--- src/rtl/acc_alu_pkg.sv ---
package acc_alu_pkg;
  localparam int OP_W = 4;

  typedef enum logic [OP_W-1:0] {
    OP_LOAD = 4'd0,
    OP_AND  = 4'd1,
    OP_OR   = 4'd2,
    OP_XOR  = 4'd3,
    OP_ADD  = 4'd4,
    OP_CADD = 4'd5,
    OP_DADD = 4'd6,
    OP_SR   = 4'd7,
    OP_SRL  = 4'd8,
    OP_RR   = 4'd9,
    OP_RRL  = 4'd10
  } alu_op_e;

  typedef enum logic [1:0] {
    SH_ZERO = 2'd0,
    SH_LINK = 2'd1,
    SH_ROT  = 2'd2,
    SH_ROTL = 2'd3
  } shift_mode_e;

  typedef enum logic [1:0] {
    LG_PASS = 2'd0,
    LG_AND  = 2'd1,
    LG_OR   = 2'd2,
    LG_XOR  = 2'd3
  } logic_sel_e;
endpackage

--- src/rtl/alu_logic_unit.sv ---
module alu_logic_unit
  import acc_alu_pkg::*;
#(
  parameter int W = 8
) (
  input  logic_sel_e     sel,
  input  logic [W-1:0]   a,
  input  logic [W-1:0]   b,
  output logic [W-1:0]   y
);
  always_comb begin
    unique case (sel)
      LG_PASS: y = b;
      LG_AND:  y = a & b;
      LG_OR:   y = a | b;
      LG_XOR:  y = a ^ b;
      default: y = b;
    endcase
  end
endmodule

--- src/rtl/alu_bin_adder.sv ---
module alu_bin_adder #(
  parameter int W = 8
) (
  input  logic [W-1:0] a,
  input  logic [W-1:0] b,
  input  logic         cin,
  input  logic         invert_b,
  output logic [W-1:0] sum,
  output logic         cout,
  output logic         ovf
);
  localparam int MSB = W - 1;

  logic [W-1:0] b_eff;
  logic [W:0]   wide;

  always_comb begin
    b_eff = invert_b ? ~b : b;
    wide  = {1'b0, a} + {1'b0, b_eff} + {{W{1'b0}}, cin};
    sum   = wide[W-1:0];
    cout  = wide[W];
    ovf   = (a[MSB] == b_eff[MSB]) && (sum[MSB] != a[MSB]);
  end
endmodule

--- src/rtl/alu_bcd_adder.sv ---
module alu_bcd_adder #(
  parameter int W = 8
) (
  input  logic [W-1:0] a,
  input  logic [W-1:0] b,
  input  logic         cin,
  output logic [W-1:0] sum,
  output logic         cout
);
  localparam int DIGITS = W / 4;

  logic [DIGITS:0] dcar;

  assign dcar[0] = cin;
  assign cout    = dcar[DIGITS];

  for (genvar g = 0; g < DIGITS; g++) begin : g_digit
    logic [4:0] raw;
    logic [4:0] fixed;
    always_comb begin
      raw = {1'b0, a[g*4 +: 4]} + {1'b0, b[g*4 +: 4]} + {4'd0, dcar[g]};
      if (raw > 5'd9) begin
        fixed       = raw + 5'd6;
        dcar[g + 1] = 1'b1;
      end else begin
        fixed       = raw;
        dcar[g + 1] = 1'b0;
      end
      sum[g*4 +: 4] = fixed[3:0];
    end
  end
endmodule

--- src/rtl/alu_shifter.sv ---
module alu_shifter
  import acc_alu_pkg::*;
#(
  parameter int W = 8
) (
  input  shift_mode_e  mode,
  input  logic [W-1:0] a,
  input  logic         lin,
  output logic [W-1:0] y,
  output logic         lout
);
  logic fill;

  always_comb begin
    unique case (mode)
      SH_ZERO: fill = 1'b0;
      SH_LINK: fill = lin;
      SH_ROT:  fill = a[0];
      SH_ROTL: fill = lin;
      default: fill = 1'b0;
    endcase
    y    = {fill, a[W-1:1]};
    lout = (mode == SH_ROTL) ? a[0] : lin;
  end
endmodule

--- src/rtl/acc_alu.sv ---
module acc_alu
  import acc_alu_pkg::*;
#(
  parameter int W = 8
) (
  input  logic         clk,
  input  logic         rst,
  input  logic         in_valid,
  input  logic [3:0]   op_in,
  input  logic [7:0]   acc_in,
  input  logic [7:0]   opnd_in,
  input  logic         link_in,
  output logic         out_valid,
  output logic [7:0]   res_out,
  output logic         link_out,
  output logic         ovf_out,
  output logic         link_we,
  output logic         ovf_we
);
  localparam int MSB = W - 1;

  logic_sel_e  lg_sel;
  shift_mode_e sh_mode;
  logic [W-1:0] lg_y, add_y, bcd_y, sh_y;
  logic add_c, add_v, bcd_c, sh_l;

  logic [W-1:0] res_n;
  logic link_n, ovf_n, lwe_n, owe_n;
  logic [3:0] op_q;

  always_comb begin
    unique case (op_in)
      OP_AND:  lg_sel = LG_AND;
      OP_OR:   lg_sel = LG_OR;
      OP_XOR:  lg_sel = LG_XOR;
      default: lg_sel = LG_PASS;
    endcase
    unique case (op_in)
      OP_SRL:  sh_mode = SH_LINK;
      OP_RR:   sh_mode = SH_ROT;
      OP_RRL:  sh_mode = SH_ROTL;
      default: sh_mode = SH_ZERO;
    endcase
  end

  alu_logic_unit #(.W(W)) u_logic (
    .sel(lg_sel), .a(acc_in), .b(opnd_in), .y(lg_y)
  );

  alu_bin_adder #(.W(W)) u_add (
    .a(acc_in), .b(opnd_in), .cin(link_in),
    .invert_b(op_in == OP_CADD),
    .sum(add_y), .cout(add_c), .ovf(add_v)
  );

  alu_bcd_adder #(.W(W)) u_bcd (
    .a(acc_in), .b(opnd_in), .cin(link_in), .sum(bcd_y), .cout(bcd_c)
  );

  alu_shifter #(.W(W)) u_shift (
    .mode(sh_mode), .a(acc_in), .lin(link_in), .y(sh_y), .lout(sh_l)
  );

  always_comb begin
    res_n  = acc_in;
    link_n = link_in;
    ovf_n  = 1'b0;
    lwe_n  = 1'b0;
    owe_n  = 1'b0;
    unique case (op_in)
      OP_LOAD, OP_AND, OP_OR, OP_XOR: res_n = lg_y;
      OP_ADD, OP_CADD: begin
        res_n  = add_y;
        link_n = add_c;
        ovf_n  = add_v;
        lwe_n  = 1'b1;
        owe_n  = 1'b1;
      end
      OP_DADD: begin
        res_n  = bcd_y;
        link_n = bcd_c;
        lwe_n  = 1'b1;
      end
      OP_SR, OP_SRL, OP_RR: res_n = sh_y;
      OP_RRL: begin
        res_n  = sh_y;
        link_n = sh_l;
        lwe_n  = 1'b1;
      end
      default: res_n = acc_in;
    endcase
  end

  always_ff @(posedge clk) begin
    if (rst) begin
      out_valid <= 1'b0;
      res_out   <= '0;
      link_out  <= 1'b0;
      ovf_out   <= 1'b0;
      link_we   <= 1'b0;
      ovf_we    <= 1'b0;
      op_q      <= '0;
    end else begin
      out_valid <= in_valid;
      if (in_valid) begin
        res_out  <= res_n;
        link_out <= link_n;
        ovf_out  <= ovf_n;
        link_we  <= lwe_n;
        ovf_we   <= owe_n;
        op_q     <= op_in;
      end
    end
  end

  assert_valid_R1: assert property (@(posedge clk) disable iff (rst)
    in_valid |=> out_valid);

  assert_hold_R1: assert property (@(posedge clk) disable iff (rst)
    !in_valid |=> (!out_valid && $stable(res_out) && $stable(link_we)));

  assert_logic_noflag_R3: assert property (@(posedge clk) disable iff (rst)
    (out_valid && op_q >= 4'd1 && op_q <= 4'd3) |-> (!link_we && !ovf_we));

  assert_no_overflow_R7: assert property (@(posedge clk) disable iff (rst)
    (out_valid && op_q == OP_DADD) |-> (link_we && !ovf_we));

  assert_sr_zero_R8: assert property (@(posedge clk) disable iff (rst)
    (out_valid && op_q == OP_SR) |-> !res_out[MSB]);

  assert_rrl_link_R10: assert property (@(posedge clk) disable iff (rst)
    (in_valid && op_in == OP_RRL) |=>
      (link_we && link_out == $past(acc_in[0]) && res_out[MSB] == $past(link_in)));

  assert_ovf_gate_R12: assert property (@(posedge clk) disable iff (rst)
    (out_valid && !ovf_we) |-> !ovf_out);
endmodule

--- config.mk ---
export PLATFORM = sky130hd
export DESIGN_NAME = acc_alu
export DESIGN_NICKNAME = d
export VERILOG_FILES = /design/src/rtl/acc_alu_pkg.sv /design/src/rtl/alu_logic_unit.sv /design/src/rtl/alu_bin_adder.sv /design/src/rtl/alu_bcd_adder.sv /design/src/rtl/alu_shifter.sv /design/src/rtl/acc_alu.sv
export SDC_FILE = /design/constraint.sdc
export NUM_CORES = 1
export LEC_CHECK = 0
export ABC_CLOCK_PERIOD_IN_PS = 6500
export BUFFER_PORTS_ARGS = -buffer_cell sky130_fd_sc_hd__buf_4
export CORE_ASPECT_RATIO = 0.75
export CORE_MARGIN = 10
export CORE_UTILIZATION = 30
export CTS_CLUSTER_DIAMETER = 60
export DETAILED_ROUTE_END_ITERATION = 10
export PLACE_DENSITY = 0.45
export SLEW_MARGIN = 20
export SYNTH_ARGS = -nofsm -noshare
export SYNTH_HDL_FRONTEND = slang
export SYNTH_HIERARCHICAL = 1
export SYNTH_SLANG_ARGS = --single-unit
export TNS_END_PERCENT = 10
--- constraint.sdc ---
create_clock -name clk -period 6.5 [get_ports clk]
set_input_delay 0.325 -clock clk [delete_from_list [all_inputs] [get_ports clk]]
set_output_delay 0.325 -clock clk [all_outputs]
set_load 0.02 [all_outputs]
==> impl_results.md, run 1 <==
* Hold-fix buffers, CTS at 0
* Number of pins exceeding their max-slew limit in the final report at 0
* Initial core utilization at 31.6%
* Total track usage at 11.4%
* Drt via density at 5.22
* Most common cell after layout, fill and taps aside: inv_1
* TritonCTS clock tree: built
* Layout-stage area growth over the synthesis result at 13.5%
* Full die area at 0.0126 mm^2
* Max-cap violations at 0
* Number of flops mapped to enable cells by yosys at 0
* IO Pins at 37
* Most frequent cells in the layout: inv_1, buf_4, ha_1, nor2_1, a21oi_1
* Source of the critical timing path: acc_in[0]
* Clock sink count at 13
* Leakage power summed over all cells at 1.28 nW
* Routed wire length at 7280 um
* Tightest slew margin relative to the limit at 34.2%
* Vias at 2213
* Worst setup margin at 1.48 ns
* Post-DP HPWL at 5510 um
* Share of async-settable or async-resettable flops after synthesis at 0%
* Post-route ant nets at 0
* Proportion of layout cells with a drive suffix above 1 at 21.6%
* Measured slew at the worst slew-check pin at 0.982 ns
* Finished Cell Area at 0.00289 mm^2
* Net switching power figure at 0.177 mW
* Classification of the worst setup path: in2reg
* Cts bufs inserted at 3
* Sequential power share at 19.8%
* Setup crit start kind: input port
* Count of fill cells added during filler insertion at 861
* Power Internal at 0.277 mW
* Initial DRT Pass Iterations at 4
* Clock share of power at 27.4%
* Clock insertion delay at the later pin of the skew report at 0.24 ns
* #FFs+latches synth at 13
* Post-synth design cell area at 0.00254 mm^2
* Setup repair after global routing missed its margin: no
* Critical path capture point type: flop
* Flip-flop cell with the highest count after synthesis: dfxtp_1
* Distinct cell type count of the synthesized netlist at 64
* Startpoint of the worst register-to-register path: res_out[0]
* Synth Instances at 300
* Post-cts resize count at 0
* Placement-stage cell area at 0.00281 mm^2
* Post-Synthesis Mean Instance Area at 8.47 um^2
* Y dimension of the die at 99.7 um
* Post-placement cell count at 420
* Library cell with the largest summed area after synthesis: ha_1
* First-iteration detailed-routing DRC count at 126
* Area share of the leading cell type in the synthesized netlist at 15.3%
* Power share of the combinational group at 52.8%
* Antenna cell count at 0
* Number of antenna violations at the first check in global routing at 0
* Critical path required time at 6.62 ns
* H-tree levels at 1
* Cell count of the worst reg-to-reg path at 3
* Fin cells at 424
* Final Skew at 0 ns
* Global-route wire length before repair at 11700 um
* Worst hold slack after final layout at 0.398 ns
* Start point of the worst hold path: link_in
* Wire length per cell at 17.2 um
* Row count at 28
* Die outline width at 126 um
* DRC violations left at 0
* Total Neg Setup Slack at 0 ns
* IR drop worst, VDD at 0.0893 mV
* Synthesized net count at 361
* CP arrival at 5.14 ns
* Switching fraction of total power at 39.0%
* Number of stages on the worst hold path at 3
* Critical R2R Capture: res_out[0]
* Crit-path max FO at 7
* Type of the worst min-delay path: in2reg
* Endpoint, Worst Hold: link_out
* Setup violations, final at 0
* Final core utilization at 35.8%
* Status: finished, final reports clean
* Synth warn at 6
* Sum of internal, switching and leakage power at 0.454 mW
* Largest net degree at the start of global routing at 26
* Dominant cells by area after synthesis: ha_1, dfxtp_1, mux4_2, inv_1, fa_1
* Number of hold violations in the final report at 0
* Clock buffer depth at 2
* Core region area at 0.00806 mm^2
* Port bufs at 36
* Post-place setup slack at 1.31 ns
* Final cycle utilization of the critical path at 77.2%
* Sequential area share after synthesis at 10.2%
* Final estimated routing congestion in global placement at 0.786
* Clock slew at reported path FFs at 0.05 ns
* Via count of the first global-routing pass at 2181
* Cell chosen for the clock root: clkbuf_16
* Register-to-register setup slack at 5.62 ns
* Fin nets at 381
* Min Tclk post-route at 5.02 ns
* Power density over the cells at 158 mW/mm^2
* Setup Fix Bufs, Post-CTS at 0
* Sum of overflow across all layers after global routing at 0
* Achievable clock frequency at 199 MHz
## worst max-delay path by stage
stage / slack, ns / endpoint / depth (start not counted)
2_1_floorplan: 1.84 / res_out[7] / 18
3_3_place_gp: 1.43 / res_out[7] / 19
3_5_place_dp: 1.31 / res_out[7] / 19
4_1_cts: 1.50 / res_out[7] / 19
5_1_grt: 1.10 / res_out[7] / 19
6_report: 1.48 / res_out[7] / 19
## state kept, by name, indices dropped and copies added (netlist names)
| name | flops |
|---|---|
| link_out | 1 |
| link_we | 1 |
| ovf_out | 1 |
| ovf_we | 1 |
| res_out | 8 |
| out_valid | 1 |
## power groups by stage
stage / logic [mW] / clock network (mW) / registers (mW)
finish: 0.240 / 0.124 / 0.0899
global route: 0.268 / 0.130 / 0.0904
CTS: 0.241 / 0.128 / 0.0899
detailed placement: 0.240 / 0 / 0.0915
global placement: 0.239 / 0 / 0.0913
floorplan: 0.169 / 0 / 0.0976
## worst max-delay path, cell delays in order
cell and delay (ns):
buf_4 0.14, fa_1 0.46, fa_1 0.42, xnor2_1 0.28, ha_1 0.25, a31o_2 0.15
o31ai_4 0.08, fa_1 0.44, fa_1 0.43, xnor2_1 0.18, ha_1 0.24, nor2b_1 0.13
a31o_1 0.22, a2111oi_0 0.48, nor2b_1 0.08, and3b_1 0.20, o41ai_1 0.34, o211a_1 0.20
o32ai_1 0.07
## layout make-up
class,count,area [um^2],share of cell area [%]
multi-input cells,225,1990,68.9
repair buffers,37,278,9.63
flip-flops and latches,13,260,9.02
inverters,40,150,5.20
well taps,105,131,4.55
clock buffers,4,78.8,2.73
## per-layer routing
| metal | vias to the layer above | track usage (%) | routed length [um] |
|---|---|---|---|
| li1 | 1103 | - | - |
| met1 | 1036 | 15.4 | 3650 |
| met2 | 64 | 18.0 | 3150 |
| met3 | 10 | 2.92 | 411 |
| met4 | 0 | 1.75 | 61 |
| met5 | - | 0 | 0 |
## cell usage after synthesis, types with 2 or more instances
| master | count |
|---|---|
| and3_1 | 3 |
| a2111oi_0 | 2 |
| buf_6 | 4 |
| a21oi_2 | 3 |
| clkbuf_1 | 4 |
| nor2_1 | 26 |
| buf_2 | 3 |
| a31oi_1 | 7 |
| o31ai_4 | 2 |
| o21ai_1 | 2 |
| o22ai_1 | 2 |
| o21ai_0 | 6 |
| nand2_1 | 3 |
| xnor2_1 | 7 |
| ha_1 | 31 |
| nand2b_1 | 8 |
| fa_1 | 6 |
| nor3_1 | 2 |
| mux2i_1 | 3 |
| mux2_4 | 2 |
| a2111oi_2 | 2 |
| nor2b_1 | 14 |
| xor2_1 | 8 |
| o31ai_1 | 2 |
| o21a_1 | 3 |
| inv_1 | 39 |
| a21oi_1 | 17 |
| mux4_2 | 8 |
| o221ai_1 | 7 |
| and2_1 | 9 |
| dfxtp_1 | 13 |
| buf_4 | 10 |
| o221a_1 | 8 |
| nand3_1 | 4 |
## cells by family after synthesis
family,after synthesis,synth area share (%)
AND/OR/NAND/NOR,81,17.8
XOR/XNOR,15,5.17
buffers and inverters,62,12.0
flip-flops,13,10.2
multiplexers,14,10.3
AO/OA/AOI/OAI,78,24.5
adder cells (fa/ha/maj),37,20.0
Power figures use the tool's default switching activity.
==> inputs of run 2 (changes only) <==
--- a/config.mk
+++ b/config.mk
@@ -5,7 +5,7 @@
 export SDC_FILE = /design/constraint.sdc
 export NUM_CORES = 1
 export LEC_CHECK = 0
-export ABC_CLOCK_PERIOD_IN_PS = 6500
+export ABC_CLOCK_PERIOD_IN_PS = 5100
 export BUFFER_PORTS_ARGS = -buffer_cell sky130_fd_sc_hd__buf_4
 export CORE_ASPECT_RATIO = 0.75
 export CORE_MARGIN = 10
==> constraint.sdc (replaced) <==
create_clock -name clk -period 5.1 [get_ports clk]
set_input_delay 0.255 -clock clk [delete_from_list [all_inputs] [get_ports clk]]
set_output_delay 0.255 -clock clk [all_outputs]
set_load 0.02 [all_outputs]
==> impl_results.md, run 2 (synthesis gave the netlist of run 1 again) <==
* CP dominant cell by count: fa_1
* Clock sink count at 13 (unchanged)
* Setup violations, final at 0 (unchanged)
* Largest register FFs at 8 (unchanged)
* Final estimated routing congestion in global placement at 0.786 (about the same)
* Routed wire length at 7370 um (+1.2%)
* Via count of the first global-routing pass at 2226 (+2.1%)
* Sum of overflow across all layers after global routing at 0 (unchanged)
* Antenna cell count at 0 (unchanged)
* DRC violations left at 0 (unchanged)
* Total track usage at 11.6% (+0.22 points)
* Drt via density at 5.15 (-1.4%)
* Layout-stage area growth over the synthesis result at 14.4%
* Achievable clock frequency at 208 MHz
* Number of antenna violations at the first check in global routing at 0 (unchanged)
* Final core utilization at 36.1% (+0.30 points)
* Clock slew at reported path FFs at 0.05 ns (about the same)
* Number of hold violations in the final report at 0 (unchanged)
* Min Tclk post-route at 4.81 ns
* Wire length per cell at 17.3 um (+0.97%)
* Critical path required time at 5.22 ns (-1.40 ns)
* CP arrival at 4.93 ns (-0.21 ns)
* Leakage power summed over all cells at 1.30 nW (+1.1%)
* Largest net degree at the start of global routing at 26 (unchanged)
* Finished Cell Area at 0.00291 mm^2 (+0.82%)
* Vias at 2188 (-1.1%)
* Cell chosen for the clock root: clkbuf_16
* Post-DP HPWL at 5560 um (+0.76%)
* Core region area at 0.00806 mm^2 (unchanged)
* Initial core utilization at 31.6% (unchanged)
* Fin nets at 382 (+0.26%)
* Power density over the cells at 201 mW/mm^2 (+27%)
* Measured slew at the worst slew-check pin at 0.995 ns (+0.0128 ns)
* IR drop worst, VDD at 0.115 mV (+29%)
* Final Skew at 0 ns (unchanged)
* Post-route ant nets at 0 (unchanged)
* Crit-path max FO at 7 (unchanged)
* Number of pins exceeding their max-slew limit in the final report at 0 (unchanged)
* Status: finished, final reports clean
* Most frequent cells in the layout: inv_1, buf_4, ha_1, nor2_1, a21oi_1
* Post-placement cell count at 421 (+0.24%)
* Placement-stage cell area at 0.00281 mm^2 (+0.27%)
* IO Pins at 37 (unchanged)
* Critical path, cell by cell: buf_4, fa_1, fa_1, xnor2_2, ha_1, a31o_2, o31ai_4, fa_1, fa_1, xnor2_1, ha_1, nor2b_1, a31o_1, a2111oi_1, nor2b_1, and3b_1, o41ai_2, o211a_1, o32ai_1
* H-tree levels at 1 (unchanged)
* Most common cell after layout, fill and taps aside: inv_1
* Register containing the most flip-flops in the final layout: res_out
* Y dimension of the die at 99.7 um (unchanged)
* Initial DRT Pass Iterations at 4 (unchanged)
* Proportion of layout cells with a drive suffix above 1 at 22.5% (+0.87 points)
* TritonCTS clock tree: built
* Total Neg Setup Slack at 0 ns (unchanged)
* Tightest slew margin relative to the limit at 33.4% (-0.85 points)
* First-iteration detailed-routing DRC count at 94 (-25%)
* Setup repair after global routing missed its margin: no
* Critical path capture point type: flop
* Die outline width at 126 um (unchanged)
* Port bufs at 36 (unchanged)
* Row count at 28 (unchanged)
* Classification of the worst setup path: in2reg
* Max stage delay cell, worst path: fa_1
* Max-cap violations at 0 (unchanged)
* Sum of internal, switching and leakage power at 0.583 mW (+28%)
* Final cycle utilization of the critical path at 94.4%
* Global-route wire length before repair at 12100 um (+2.6%)
* Cts bufs inserted at 3 (unchanged)
* Type of the worst min-delay path: in2reg
* Full die area at 0.0126 mm^2 (unchanged)
* Clock insertion delay at the later pin of the skew report at 0.24 ns (about the same)
* Critical path's largest stage delay at 0.46 ns (-0.02 ns)
* Clock buffer depth at 2 (unchanged)
* Setup crit start kind: input port
* Fin cells at 425 (+0.24%)
==> run 2: cell count changes in the layout (fill, tap and decap cells not counted), sizes merged <==
cell / before / now
buf: 37 / 38
==> run 2: layout make-up <==
cell class / instances / area, um^2
inverters: 40 / 150
fillers: 864 / 5150
clock buffers: 4 / 78.8
multi-input cells: 225 / 2000
flip-flops and latches: 13 / 260
well taps: 105 / 131
repair buffers: 38 / 285
==> run 2: power breakdown <==
group	leakage [nW]	total (mW)	switching, mW	internal [mW]
sequential	0.107	0.115	0.00546	0.109
combinational	1.15	0.311	0.171	0.140
clock	0.0382	0.158	0.0515	0.106
total	1.30	0.583	0.228	0.355
==> run 2: worst max-delay path: cells and delay by family <==
kind / cells / cell delay, ns
xor+xnor: 2 / 0.40
fa+ha+maj: 6 / 2.24
buf+inv: 1 / 0.14
compound gates: 7 / 1.46
simple gates: 3 / 0.43
==> run 2: what timing repair did <==
item | CTS | global route
endpoints found under the hold margin | 0 | 0
gates resized for setup | 0 | 3
hold buffers | 0 | 0
setup endpoints to repair | 0 | 1
setup buffers | 0 | 0
==> run 2: through the flow <==
stage | worst slack (ns) | hold WS (ns)
CTS | 0.183 | 0.329
detailed placement | 0.0175 | 0.464
finish | 0.287 | 0.326
global route | 0.0630 | 0.343
global placement | 0.100 | 0.459
floorplan | 0.513 | 0.324
==> run 2: layer usage <==
layer  global-route usage, %  wire length, um  part of all wire, %  vias up
met3                    2.60              383                  5.2        0
met5                       0                0                    0        -
met1                    16.2             3770                   51     1043
met4                    1.14                0                    0        0
li1                        -                -                    -     1098
met2                    18.3             3220                   44       47
==> run 2: worst paths after layout <==
check / start / cells after the start / slack [ns] / to
max: acc_in[0] / 19 / 0.29 / res_out[7]
max reg2reg: res_out[0] / 3 / 4.22 / res_out[0]
min: rst / 2 / 0.33 / link_out
min reg2reg: ovf_out / 2 / 0.47 / ovf_out
==> inputs of run 3 (changes only) <==
--- a/config.mk
+++ b/config.mk
@@ -13,6 +13,7 @@
 export CTS_CLUSTER_DIAMETER = 60
 export DETAILED_ROUTE_END_ITERATION = 10
 export PLACE_DENSITY = 0.45
+export RECOVER_POWER = 50
 export SLEW_MARGIN = 20
 export SYNTH_ARGS = -nofsm -noshare
 export SYNTH_HDL_FRONTEND = slang
==> impl_results.md, run 3 (synthesis gave the netlist of run 1 again) <==
* First-iteration detailed-routing DRC count at 103 (+9.6%)
* Routed wire length at 7390 um (+0.27%)
* Finished Cell Area at 0.00286 mm^2 (-1.5%)
* Total track usage at 11.6% (unchanged)
* Initial DRT Pass Iterations at 4 (unchanged)
* Vias at 2198 (+0.46%)
* Clock slew at reported path FFs at 0.05 ns (about the same)
* Cts bufs inserted at 3 (unchanged)
* Layout-stage area growth over the synthesis result at 12.6%
* Multi-input gate area in the final layout at 0.00200 mm^2 (unchanged)
* Power share of the combinational group at 53.0% (-0.3 points)
* Final cycle utilization of the critical path at 94.7% (+0.31 points)
* H-tree levels at 1 (unchanged)
* Total Neg Setup Slack at 0 ns (unchanged)
* Switching fraction of total power at 39.5% (+0.34 points)
* Final estimated routing congestion in global placement at 0.786 (unchanged)
* Count of fill cells added during filler insertion at 879 (+1.7%)
* Post-placement cell count at 421 (unchanged)
* Via count of the first global-routing pass at 2226 (unchanged)
* Most frequent cells in the layout: inv_1, ha_1, nor2_1, buf_4, a21oi_1
* DRC violations left at 0 (unchanged)
* Post-place setup slack at 0.0175 ns (unchanged)
* Initial core utilization at 31.6% (unchanged)
* Cell chosen for the clock root: clkbuf_16
* Min Tclk post-route at 4.83 ns (+0.0157 ns)
* Core region area at 0.00806 mm^2 (unchanged)
* Register containing the most flip-flops in the final layout: res_out
* Final Skew at 0 ns (unchanged)
* Classification of the worst setup path: in2reg
* Antenna cell count at 0 (unchanged)
* Number of hold violations in the final report at 0 (unchanged)
* Sequential power share at 19.8% (+0.2 points)
* Fin cells at 425 (unchanged)
* Wire length per cell at 17.4 um (+0.27%)
* Power Internal at 0.350 mW (-1.4%)
* Max-cap violations at 0 (unchanged)
* Fin nets at 382 (unchanged)
* Post-route ant nets at 0 (unchanged)
* Row count at 28 (unchanged)
* Hold-fix buffers, CTS at 0 (unchanged)
* Largest net degree at the start of global routing at 26 (unchanged)
* Die outline width at 126 um (unchanged)
* Sum of overflow across all layers after global routing at 0 (unchanged)
* Global-route wire length before repair at 12100 um (unchanged)
* Most common cell after layout, fill and taps aside: inv_1
* IR drop worst, VDD at 0.115 mV (-0.48%)
* Number of pins exceeding their max-slew limit in the final report at 0 (unchanged)
* Full die area at 0.0126 mm^2 (unchanged)
* Placement-stage cell area at 0.00281 mm^2 (unchanged)
* Leakage power summed over all cells at 1.25 nW (-3.7%)
* Clock insertion delay at the later pin of the skew report at 0.24 ns (about the same)
* Status: finished, final reports clean
* Number of antenna violations at the first check in global routing at 0 (unchanged)
* Worst setup margin at 0.272 ns (-0.0157 ns)
* Crit-path max FO at 7 (unchanged)
* Setup repair after global routing missed its margin: no
* Proportion of layout cells with a drive suffix above 1 at 18.8% (-3.8 points)
* Critical path required time at 5.22 ns (about the same)
* Final core utilization at 35.5% (-0.56 points)
* Largest register FFs at 8 (unchanged)
* TritonCTS clock tree: built
* Clock sink count at 13 (unchanged)
* Setup crit start kind: input port
* Power density over the cells at 202 mW/mm^2 (+0.69%)
* CP arrival at 4.95 ns (+0.02 ns)
* Post-DP HPWL at 5560 um (unchanged)
* Tightest slew margin relative to the limit at 11.7% (-22 points)
* Type of the worst min-delay path: in2reg
* Measured slew at the worst slew-check pin at 1.32 ns (+0.330 ns)
* Achievable clock frequency at 207 MHz (-0.32%)
* Sequential cell area at 260 um^2 (unchanged)
* Port bufs at 36 (unchanged)
* Drt via density at 5.17 (+0.46%)
* Critical path capture point type: flop
* Net switching power figure at 0.228 mW (about the same)
* Setup violations, final at 0 (unchanged)
* Clock buffer depth at 2 (unchanged)
* Clock share of power at 27.2% (+0.2 points)
* Y dimension of the die at 99.7 um (unchanged)
* IO Pins at 37 (unchanged)
## run 3: changes by cell type in the layout (fill, tap and decap cells not counted), sizes merged
| cell | change |
|---|---|
| clkbuf | +12 |
| buf | -12 |
## run 3: routing by layer
layer,vias up,wire length [um],GRT usage (%)
met4,0,35,1.14
li1,1100,-,-
met5,-,0,0
met3,2,344,2.60
met1,1050,3840,16.2
met2,46,3170,18.3
## run 3: worst max-delay path, cell delays in order
cell and delay [ns]:
buf_4 0.14, fa_1 0.46, fa_1 0.44, xnor2_2 0.22, ha_1 0.24, a31o_2 0.16
o31ai_4 0.08, fa_1 0.44, fa_1 0.43, xnor2_1 0.18, ha_1 0.24, nor2b_1 0.14
a31o_1 0.24, a2111oi_1 0.42, nor2b_1 0.08, and3b_1 0.21, o41ai_2 0.31, o211a_1 0.19
o32ai_1 0.07
## run 3: path summary, 6_finish.rpt
path | end | from | depth (start not counted) | slack (ns)
min reg2reg | ovf_out | ovf_out | 2 | 0.47
min | link_out | rst | 2 | 0.33
max reg2reg | res_out[0] | res_out[0] | 3 | 4.22
max | res_out[7] | acc_in[0] | 19 | 0.27
## run 3: cell type report
cell class	count	share of cell area, %
Multi-Input combinational cell	225	69.9
Sequential cell	13	9.09
Timing Repair Buffer	38	8.39
Inverter	40	5.24
Tap cell	105	4.59
Clock buffer	4	2.75
## run 3: what timing repair did
action	4_1_cts	5_1_grt
setup buffers	0	0
endpoints found under the setup margin	0	1
resized for setup	0	3
hold endpoints to repair	0	0
## run 3: metrics by stage
stage / hold slack, ns / power (mW)
floorplan: 0.324 / 0.340
CTS: 0.329 / 0.584
global placement: 0.459 / 0.421
detailed placement: 0.464 / 0.423
global route: 0.343 / 0.624
finish: 0.329 / 0.578
## run 3: power by group through the flow
stage               registers [mW]  clock network [mW]  logic [mW]
floorplan                    0.124                   0       0.216
global placement             0.116                   0       0.305
detailed placement           0.117                   0       0.306
CTS                          0.115               0.162       0.308
global route                 0.115               0.166       0.343
finish                       0.115               0.157       0.307
